**src/rtl/bpu_pkg.sv**
```systemverilog
package bpu_pkg;

    localparam int WORD_W = 64;
    localparam int MASK_W = 32;
    localparam int BYTE_W = 8;
    localparam int SEL_W  = 9;
    localparam int LANES  = WORD_W / BYTE_W;
    localparam int POOL   = 2 * LANES;
    localparam int IDX_W  = $clog2(POOL);

    localparam logic [SEL_W-1:0] SEL_MSET = 9'h019;
    localparam logic [SEL_W-1:0] SEL_SHUF = 9'h04C;

    typedef enum logic [1:0] {
        OP_NONE = 2'd0,
        OP_MSET = 2'd1,
        OP_SHUF = 2'd2
    } op_kind_e;

    typedef struct packed {
        logic              vld;
        logic [WORD_W-1:0] data;
    } result_t;

    function automatic op_kind_e decode_op(input logic vld, input logic [SEL_W-1:0] sel);
        op_kind_e k;
        k = OP_NONE;
        if (vld) begin
            if (sel == SEL_MSET)      k = OP_MSET;
            else if (sel == SEL_SHUF) k = OP_SHUF;
        end
        return k;
    endfunction

endpackage

```
**src/rtl/bpu_adder.sv**
```systemverilog
module bpu_adder #(
    parameter int WIDTH = 64
) (
    input  logic [WIDTH-1:0] a_in,
    input  logic [WIDTH-1:0] b_in,
    output logic [WIDTH-1:0] sum_out
);
    // The carry out of the top bit is discarded: modulo 2^WIDTH.
    always_comb begin
        sum_out = a_in + b_in;
    end
endmodule

```
**src/rtl/bpu_mask_reg.sv**
```systemverilog
module bpu_mask_reg #(
    parameter int MW = 32
) (
    input  logic          clk,
    input  logic          rst,
    input  logic          load,
    input  logic [MW-1:0] load_val,
    output logic [MW-1:0] mask_q
);
    always_ff @(posedge clk) begin
        if (rst)       mask_q <= '0;
        else if (load) mask_q <= load_val;
    end
endmodule

```
**src/rtl/bpu_lane_pick.sv**
```systemverilog
module bpu_lane_pick #(
    parameter int BW    = 8,
    parameter int NLANE = 8,
    localparam int NPOOL = 2 * NLANE,
    localparam int IW    = $clog2(NPOOL)
) (
    input  logic [NLANE*BW-1:0] src_lo,
    input  logic [NLANE*BW-1:0] src_hi,
    input  logic [IW-1:0]       idx,
    output logic [BW-1:0]       byte_out
);
    logic [BW-1:0] pool [NPOOL];

    // Pool entries 0..NLANE-1 come from the first source, the rest from the second.
    for (genvar p = 0; p < NLANE; p++) begin : g_pool
        assign pool[p]         = src_lo[p*BW +: BW];
        assign pool[p + NLANE] = src_hi[p*BW +: BW];
    end

    always_comb begin
        byte_out = pool[idx];
    end
endmodule

```
**src/rtl/byte_permute_unit.sv**
```systemverilog
module byte_permute_unit
    import bpu_pkg::*;
(
    input  logic                clk,
    input  logic                rst,
    input  logic                op_valid,
    input  logic [SEL_W-1:0]    op_sel,
    input  logic [WORD_W-1:0]   opnd_a,
    input  logic [WORD_W-1:0]   opnd_b,
    output logic                res_valid,
    output logic [WORD_W-1:0]   res_data,
    output logic [MASK_W-1:0]   mask_q
);
    op_kind_e          kind;
    logic [WORD_W-1:0] sum_w;
    logic [WORD_W-1:0] shuf_w;
    result_t           nxt;
    result_t           res_q;

    assign kind = decode_op(op_valid, op_sel);

    bpu_adder #(.WIDTH(WORD_W)) u_add (
        .a_in    (opnd_a),
        .b_in    (opnd_b),
        .sum_out (sum_w)
    );

    // The pattern register is written at the same edge that registers the
    // mask-set result, so a shuffle in the next cycle already sees it.
    bpu_mask_reg #(.MW(MASK_W)) u_mask (
        .clk      (clk),
        .rst      (rst),
        .load     (kind == OP_MSET),
        .load_val (sum_w[MASK_W-1:0]),
        .mask_q   (mask_q)
    );

    for (genvar i = 0; i < LANES; i++) begin : g_lane
        bpu_lane_pick #(.BW(BYTE_W), .NLANE(LANES)) u_pick (
            .src_lo   (opnd_a),
            .src_hi   (opnd_b),
            .idx      (mask_q[i*IDX_W +: IDX_W]),
            .byte_out (shuf_w[i*BYTE_W +: BYTE_W])
        );
    end

    always_comb begin
        nxt.vld  = 1'b0;
        nxt.data = res_q.data;
        unique case (kind)
            OP_MSET: begin nxt.vld = 1'b1; nxt.data = sum_w;  end
            OP_SHUF: begin nxt.vld = 1'b1; nxt.data = shuf_w; end
            default: ;
        endcase
    end

    always_ff @(posedge clk) begin
        if (rst) res_q <= '0;
        else     res_q <= nxt;
    end

    assign res_valid = res_q.vld;
    assign res_data  = res_q.data;

    // ---------------- assertions ----------------
    logic armed;
    always_ff @(posedge clk) begin
        if (rst) armed <= 1'b0;
        else     armed <= 1'b1;
    end

    p_valid_follows_r9: assert property (@(posedge clk) disable iff (rst)
        armed |-> (res_valid == $past(op_valid && (op_sel == SEL_MSET || op_sel == SEL_SHUF))));

    p_sum_result_r2: assert property (@(posedge clk) disable iff (rst)
        (armed && $past(op_valid && op_sel == SEL_MSET)) |-> (res_data == $past(opnd_a + opnd_b)));

    p_mask_load_r3: assert property (@(posedge clk) disable iff (rst)
        (armed && $past(op_valid && op_sel == SEL_MSET))
            |-> (mask_q == $past(opnd_a[MASK_W-1:0] + opnd_b[MASK_W-1:0])));

    p_mask_hold_r5: assert property (@(posedge clk) disable iff (rst)
        (armed && !$past(op_valid && op_sel == SEL_MSET)) |-> $stable(mask_q));

    p_idle_hold_r7: assert property (@(posedge clk) disable iff (rst)
        (armed && !$past(op_valid)) |-> (!res_valid && $stable(res_data)));

endmodule

```
**config.mk**
```make
export PLATFORM = sky130hd
export DESIGN_NAME = byte_permute_unit
export DESIGN_NICKNAME = d
export VERILOG_FILES = /design/src/rtl/bpu_pkg.sv /design/src/rtl/bpu_adder.sv /design/src/rtl/bpu_mask_reg.sv /design/src/rtl/bpu_lane_pick.sv /design/src/rtl/byte_permute_unit.sv
export SDC_FILE = /design/constraint.sdc
export NUM_CORES = 1
export LEC_CHECK = 0
export BUFFER_PORTS_ARGS = -buffer_cell sky130_fd_sc_hd__buf_4
export CAP_MARGIN = 10
export CORE_MARGIN = 4
export CORE_UTILIZATION = 55
export CTS_CLUSTER_SIZE = 12
export DETAILED_ROUTE_END_ITERATION = 7
export HOLD_SLACK_MARGIN = 0.1
export PLACE_DENSITY = 0.82
export SYNTH_ARGS = -nofsm -noshare
export SYNTH_HDL_FRONTEND = slang
export SYNTH_SLANG_ARGS = --single-unit
```
**constraint.sdc**
```tcl
create_clock -name clk -period 4.5 [get_ports clk]
set_input_delay 0.9 -clock clk [delete_from_list [all_inputs] [get_ports clk]]
set_output_delay 0.9 -clock clk [all_outputs]
set_load 0.01 [all_outputs]
```
* Word level (Yosys, flattened, before mapping)
Index checks and enable logic that the tools add are counted.
Operators by class: eq/ne operators 4, muxes and demuxes 28, reduce and logical (&&, ||, !) cells 1, bitwise operators 8, add/sub/neg operators 1, $lt $le $gt $ge 8
Operators with widths (count):
- $bmux W8 S4 | 8
- $pmux W65 S2 | 1
- $mux W8 | 16
- $add A64 B64 Y64 | 1
- $ge A5 B5 Y1 const B | 8
- $not A4 Y5 | 8
- $eq A9 B5 Y1 const B | 1
- $eq A9 B7 Y1 const B | 1
- $mux W2 | 3
- $eq A2 B1 Y1 const B | 1
- $eq A2 B2 Y1 const B | 1
- $reduce_bool A2 Y1 | 1
Storage, ports and cells: register bits 97, output and inout port bits 97, logic and storage cells 53

* Logic depth before layout (Yosys ltp)
depth in word-level cells 6, mapped depth 11, gate-level depth less buffers 11

* Modules after synthesis
A second synthesis with hierarchy kept.
Second synthesis, totals: cells, all modules 1517, area total of the unflattened synthesis 16587.2 um^2
Modules (own cells, without submodules):
- bpu_lane_pick | cells each 70, times used 8, seq. area each 0.0 um^2, area each 1033.5 um^2
- bpu_adder | cells each 554, times used 1, seq. area each 0.0 um^2, area each 3922.5 um^2
- byte_permute_unit | cells each 300, times used 1, seq. area each 1301.2 um^2, area each 3233.1 um^2
- bpu_mask_reg | cells each 103, times used 1, seq. area each 640.6 um^2, area each 1163.6 um^2

* Least setup slack after synthesis
OpenSTA, ideal clock, no wires.
path kind input to register, from in opnd_a[30], to reg res_q, in the netlist res_data[61], stages on the path 11, library setup time 131 ps, setup slack 1048 ps, data arrival time 3320 ps, path through ha_1 buf_2 and3_4 nand4_4 or4_4 a311oi_2 o21bai_2 o41ai_4 a21oi_2 o41ai_2 nand3_1
Between the ends: longest elaborated chain between the ends 2
Ends and longest elaborated chain:
- start, declared | RTL line byte_permute_unit.sv:8 | input logic [WORD_W-1:0] opnd_a,
- $add A64 B64 Y64 | RTL line bpu_adder.sv:10 | sum_out = a_in + b_in;
- $pmux W65 S2 | RTL line byte_permute_unit.sv:50 | unique case (kind)
- end signal, assigned | RTL line byte_permute_unit.sv:59 | else res_q <= nxt;
- end, declared | RTL line byte_permute_unit.sv:18 | result_t res_q;
No other way between the ends. A chain may end at the register's enable or synchronous reset.

* Final worst setup path
from in opnd_a[0], to reg u_mask.mask_q[30]
Between the ends: longest elaborated chain between the ends 1
Ends and longest elaborated chain:
- $add A64 B64 Y64 | RTL line bpu_adder.sv:10
- end signal, assigned | RTL line bpu_mask_reg.sv:12 | else if (load) mask_q <= load_val;
- end, declared | RTL line bpu_mask_reg.sv:8 | output logic [MW-1:0] mask_q
No other way between the ends.

==> impl_metrics.tcl <==
set metrics [dict create \
    grt_pass1_vias 15700 \
    slew_headroom 0.229 \
    synth_common_cells "320 x sky130_fd_sc_hd__mux4_2, 146 x sky130_fd_sc_hd__a21oi_1, 136 x sky130_fd_sc_hd__nand2_1" \
    power_frac_comb 0.438 \
    critical_path_peak_fanout 9 \
    synth.yosys.seq_area_share 0.130 \
    ioPinCount 237 \
    cts_htree_levels 3 \
    fillers 2204 \
    gpl.final_weighted_congestion 1.08 \
    worst_voltage_drop_across_the_vdd_grid_v 0.000136 \
    tightestPinTransition_ns 1.16 \
    synth-warning-count 0 \
    clk_root_buffer_cell "sky130_fd_sc_hd__clkbuf_16" \
    end_kind "flip-flop" \
    synthesis.area_sq_um 14900 \
    maxSlewViolCount 0 \
    timing.critical_path.from_type "input port" \
    fp.coreArea_sq_um 26800 \
    globalRoute.totalOverflow 0 \
    grt_pass1_wl_um 109000 \
    drt.antenna.violating_nets 0 \
    postSynthCellCount 1379 \
    pwr-share-seq 0.282 \
    routed_wire_length_per_instance_um 39.5 \
    maxCapViolations 0 \
    final_layout_size_suffix_gt1_frac 0.427 \
    crit_slowest_cell "sky130_fd_sc_hd__a21boi_0" \
    synthesis.nets 1583 \
    drt_iter0_drc 3401 \
    design.die.area_sq_um 29800 \
    synth_edf_count 0 \
    cts-root-to-sink-buffers 2 \
    area.growth.synth_to_final_pct 16.3 \
    numCtsBuffers 9 \
    drt_pass1_iterations 7 \
    fp-row-count 60 \
    postSynthAreaPerCell_sq_um 10.8 \
    clock-sinks 97 \
    hold_path.class "reg -> reg" \
    run_status "completed" \
    post-dp-hpwl_um 55300 \
    finish.net_count 1746 \
    place_worst_setup_slack_ns 0.0625 \
    power.leakage_nw 5.91 \
    post-route-drc-count 0 \
    floorplan.initialDensity 0.557 \
    period_minus_slack_ns 4.20 \
    worst_path_required_ns 4.76 \
    setup_tns_ns 0 \
    synthTopCellsByArea "sky130_fd_sc_hd__mux4_2 48%, sky130_fd_sc_hd__dfxtp_1 13%, sky130_fd_sc_hd__ha_1 5.3%, sky130_fd_sc_hd__a21oi_1 4.9%, sky130_fd_sc_hd__nand2_1 3.4%" \
    worstPathCellList "buf_4, ha_1, fa_1, a211oi_1, o211ai_1, a21boi_0, buf_4, nor2_1, a21boi_0, o41ai_1, a21boi_0, xnor2_1, a22o_1" \
    synth.ff_latch_count 97 \
    numPortBuffers 236 \
    timing.critical_path.slowest_cell_delay_ns 0.54 \
    p_clk_frac 0.280 \
    postCtsSetupBuffers 0 \
    tritoncts "done" \
    grt_setup_unrepaired "false" \
    clock_insertion_delay_worst_skew_ns 0.38 \
    cell_internal_pwr_mw 1.79 \
    drt-vias-per-instance 8.45 \
    post-synth-top-count-cell "sky130_fd_sc_hd__mux4_2" \
    worstPathArrival_ns 4.46 \
    p_per_area_nw_per_um2 176 \
    p_sw_frac 0.413 \
    worst-setup-path-type "in -> reg" \
    dieWidth_um 173 \
    worst_path_most_repeated_cell "sky130_fd_sc_hd__a21boi_0" \
    post_synth_num_cell_types 69 \
    asyncSetResetFlopFracSynth 0 \
    grt_antenna_before_repair 8 \
    ys_dominant_reg_cell "sky130_fd_sc_hd__dfxtp_1" \
    setup-violations-final 0 \
    skew_ns 0.0121 \
    yosys.area.top_type "sky130_fd_sc_hd__mux4_2" \
    max_freq_mhz 238 \
    timing.final.hold_violations 0 \
    period_share 0.932 \
    grt_start_max_net_pins 65 \
    num_vias 16000 \
    cts_resized 0 \
    postLayoutSetupSlackWorst_ns 0.304 \
    die_h_um 173 \
    net-switching-power_mw 1.26 \
    routed_wl_um 74700 \
    global_route_usage_over_all_layers 0.492 \
    synth.top_cell.area_share 0.483 \
    cts_hold_repair.buffers 0 \
    register_clock_pin_slew_on_the_reported_worst_setup_and_hold_paths_ns 0.09 \
]
==> final cells by class <==
class / count / area [sq um] / share of cell area
Timing Repair Buffer: 292 / 2200 / 0.127
Sequential cell: 97 / 1960 / 0.113
Clock buffer: 9 / 225 / 0.0130
Inverter: 20 / 75.1 / 0.00433
Multi-Input combinational cell: 1122 / 12400 / 0.714
Clock inverter: 7 / 70.1 / 0.00404
Tap cell: 341 / 427 / 0.0246
Antenna cell: 3 / 7.51 / 0.000433
==> flip-flops by register name, summed over array words and instances (netlist names) <==
| signal | count |
|---|---|
| res_data | 64 |
| u_mask.mask_q | 32 |
| res_valid | 1 |
==> metal layers <==
| metal | part of all wire | routed length (um) | track usage |
|---|---|---|---|
| met3 | 0.17 | 12900 | 0.216 |
| met1 | 0.32 | 23900 | 0.612 |
| met5 | 0.00080 | 60 | 0 |
| met4 | 0.090 | 6740 | 0.312 |
| met2 | 0.42 | 31100 | 0.705 |
==> metrics by stage <==
| stage | hold WS, ns | cell area (sq um) | std cells | power (mW) | utilization |
|---|---|---|---|---|---|
| after floorplan | 0.499 | 14900 | 1379 | 1.58 | - |
| after global placement | 0.470 | 17000 | 1872 | 2.14 | 0.636 |
| final | 0.493 | 17400 | 1891 | 3.05 | 0.647 |
| after CTS | 0.492 | 17300 | 1888 | 2.97 | 0.647 |
| after global routing | 0.510 | 17400 | 1891 | 3.11 | 0.647 |
| after detailed placement | 0.482 | 17000 | 1872 | 2.14 | 0.636 |
==> worst max-delay path: cells and delay by family <==
kind | cells | cell delay (ns)
and+or+nand+nor | 1 | 0.05
buffers and inverters | 2 | 0.35
xor gates and xnor gates | 1 | 0.15
AOI/OAI and AO/OA | 7 | 2.37
adders and majority gates | 2 | 0.65
==> cell families after synthesis <==
group           after synthesis  synth area share
xor+xnor                     51            0.0299
flops                        97             0.130
buf+inv                     160            0.0416
fa+ha+maj                    64            0.0542
compound gates              388             0.167
simple gates                297            0.0932
mux                         322             0.484
==> final timing paths <==
check                                      start           endpoint  slack, ns  cells past startpoint
worst max-delay path                   opnd_a[0]  u_mask.mask_q[30]       0.30                     13
worst min-delay path                 res_data[2]        res_data[2]       0.49                      2
worst max register to register  u_mask.mask_q[8]       res_data[21]       1.67                      4
worst min register to register       res_data[2]        res_data[2]       0.49                      2
==> power by group through the flow <==
stage	clock, mW	combinational [mW]	sequential [mW]
floorplan	0	0.700	0.880
global placement	0	1.26	0.882
detailed placement	0	1.26	0.882
CTS	0.849	1.26	0.861
global route	0.879	1.37	0.862
finish	0.853	1.34	0.862
==> layout by cell type (no fill, tap or decap), drive strengths merged, types with 4 or more instances in the layout <==
master,Yosys,routed
o21ai,43,43
a221oi,9,9
dfxtp,97,97
a22oi,51,51
a21o,30,30
a21oi,147,147
ha,63,63
o22ai,15,15
nor2,61,61
clkbuf,99,9
nor2b,4,4
nand2,136,136
xnor2,31,31
nand4,26,26
nand3,15,15
inv,20,24
or3,10,10
or4,4,4
o41ai,5,5
nor3,14,14
a211oi,6,6
o211ai,11,11
buf,41,292
o21a,6,6
a21boi,7,7
xor2,20,20
a31oi,17,17
mux4,320,320
o21bai,19,19
and3,7,7
(Power assumes the default switching activity.)
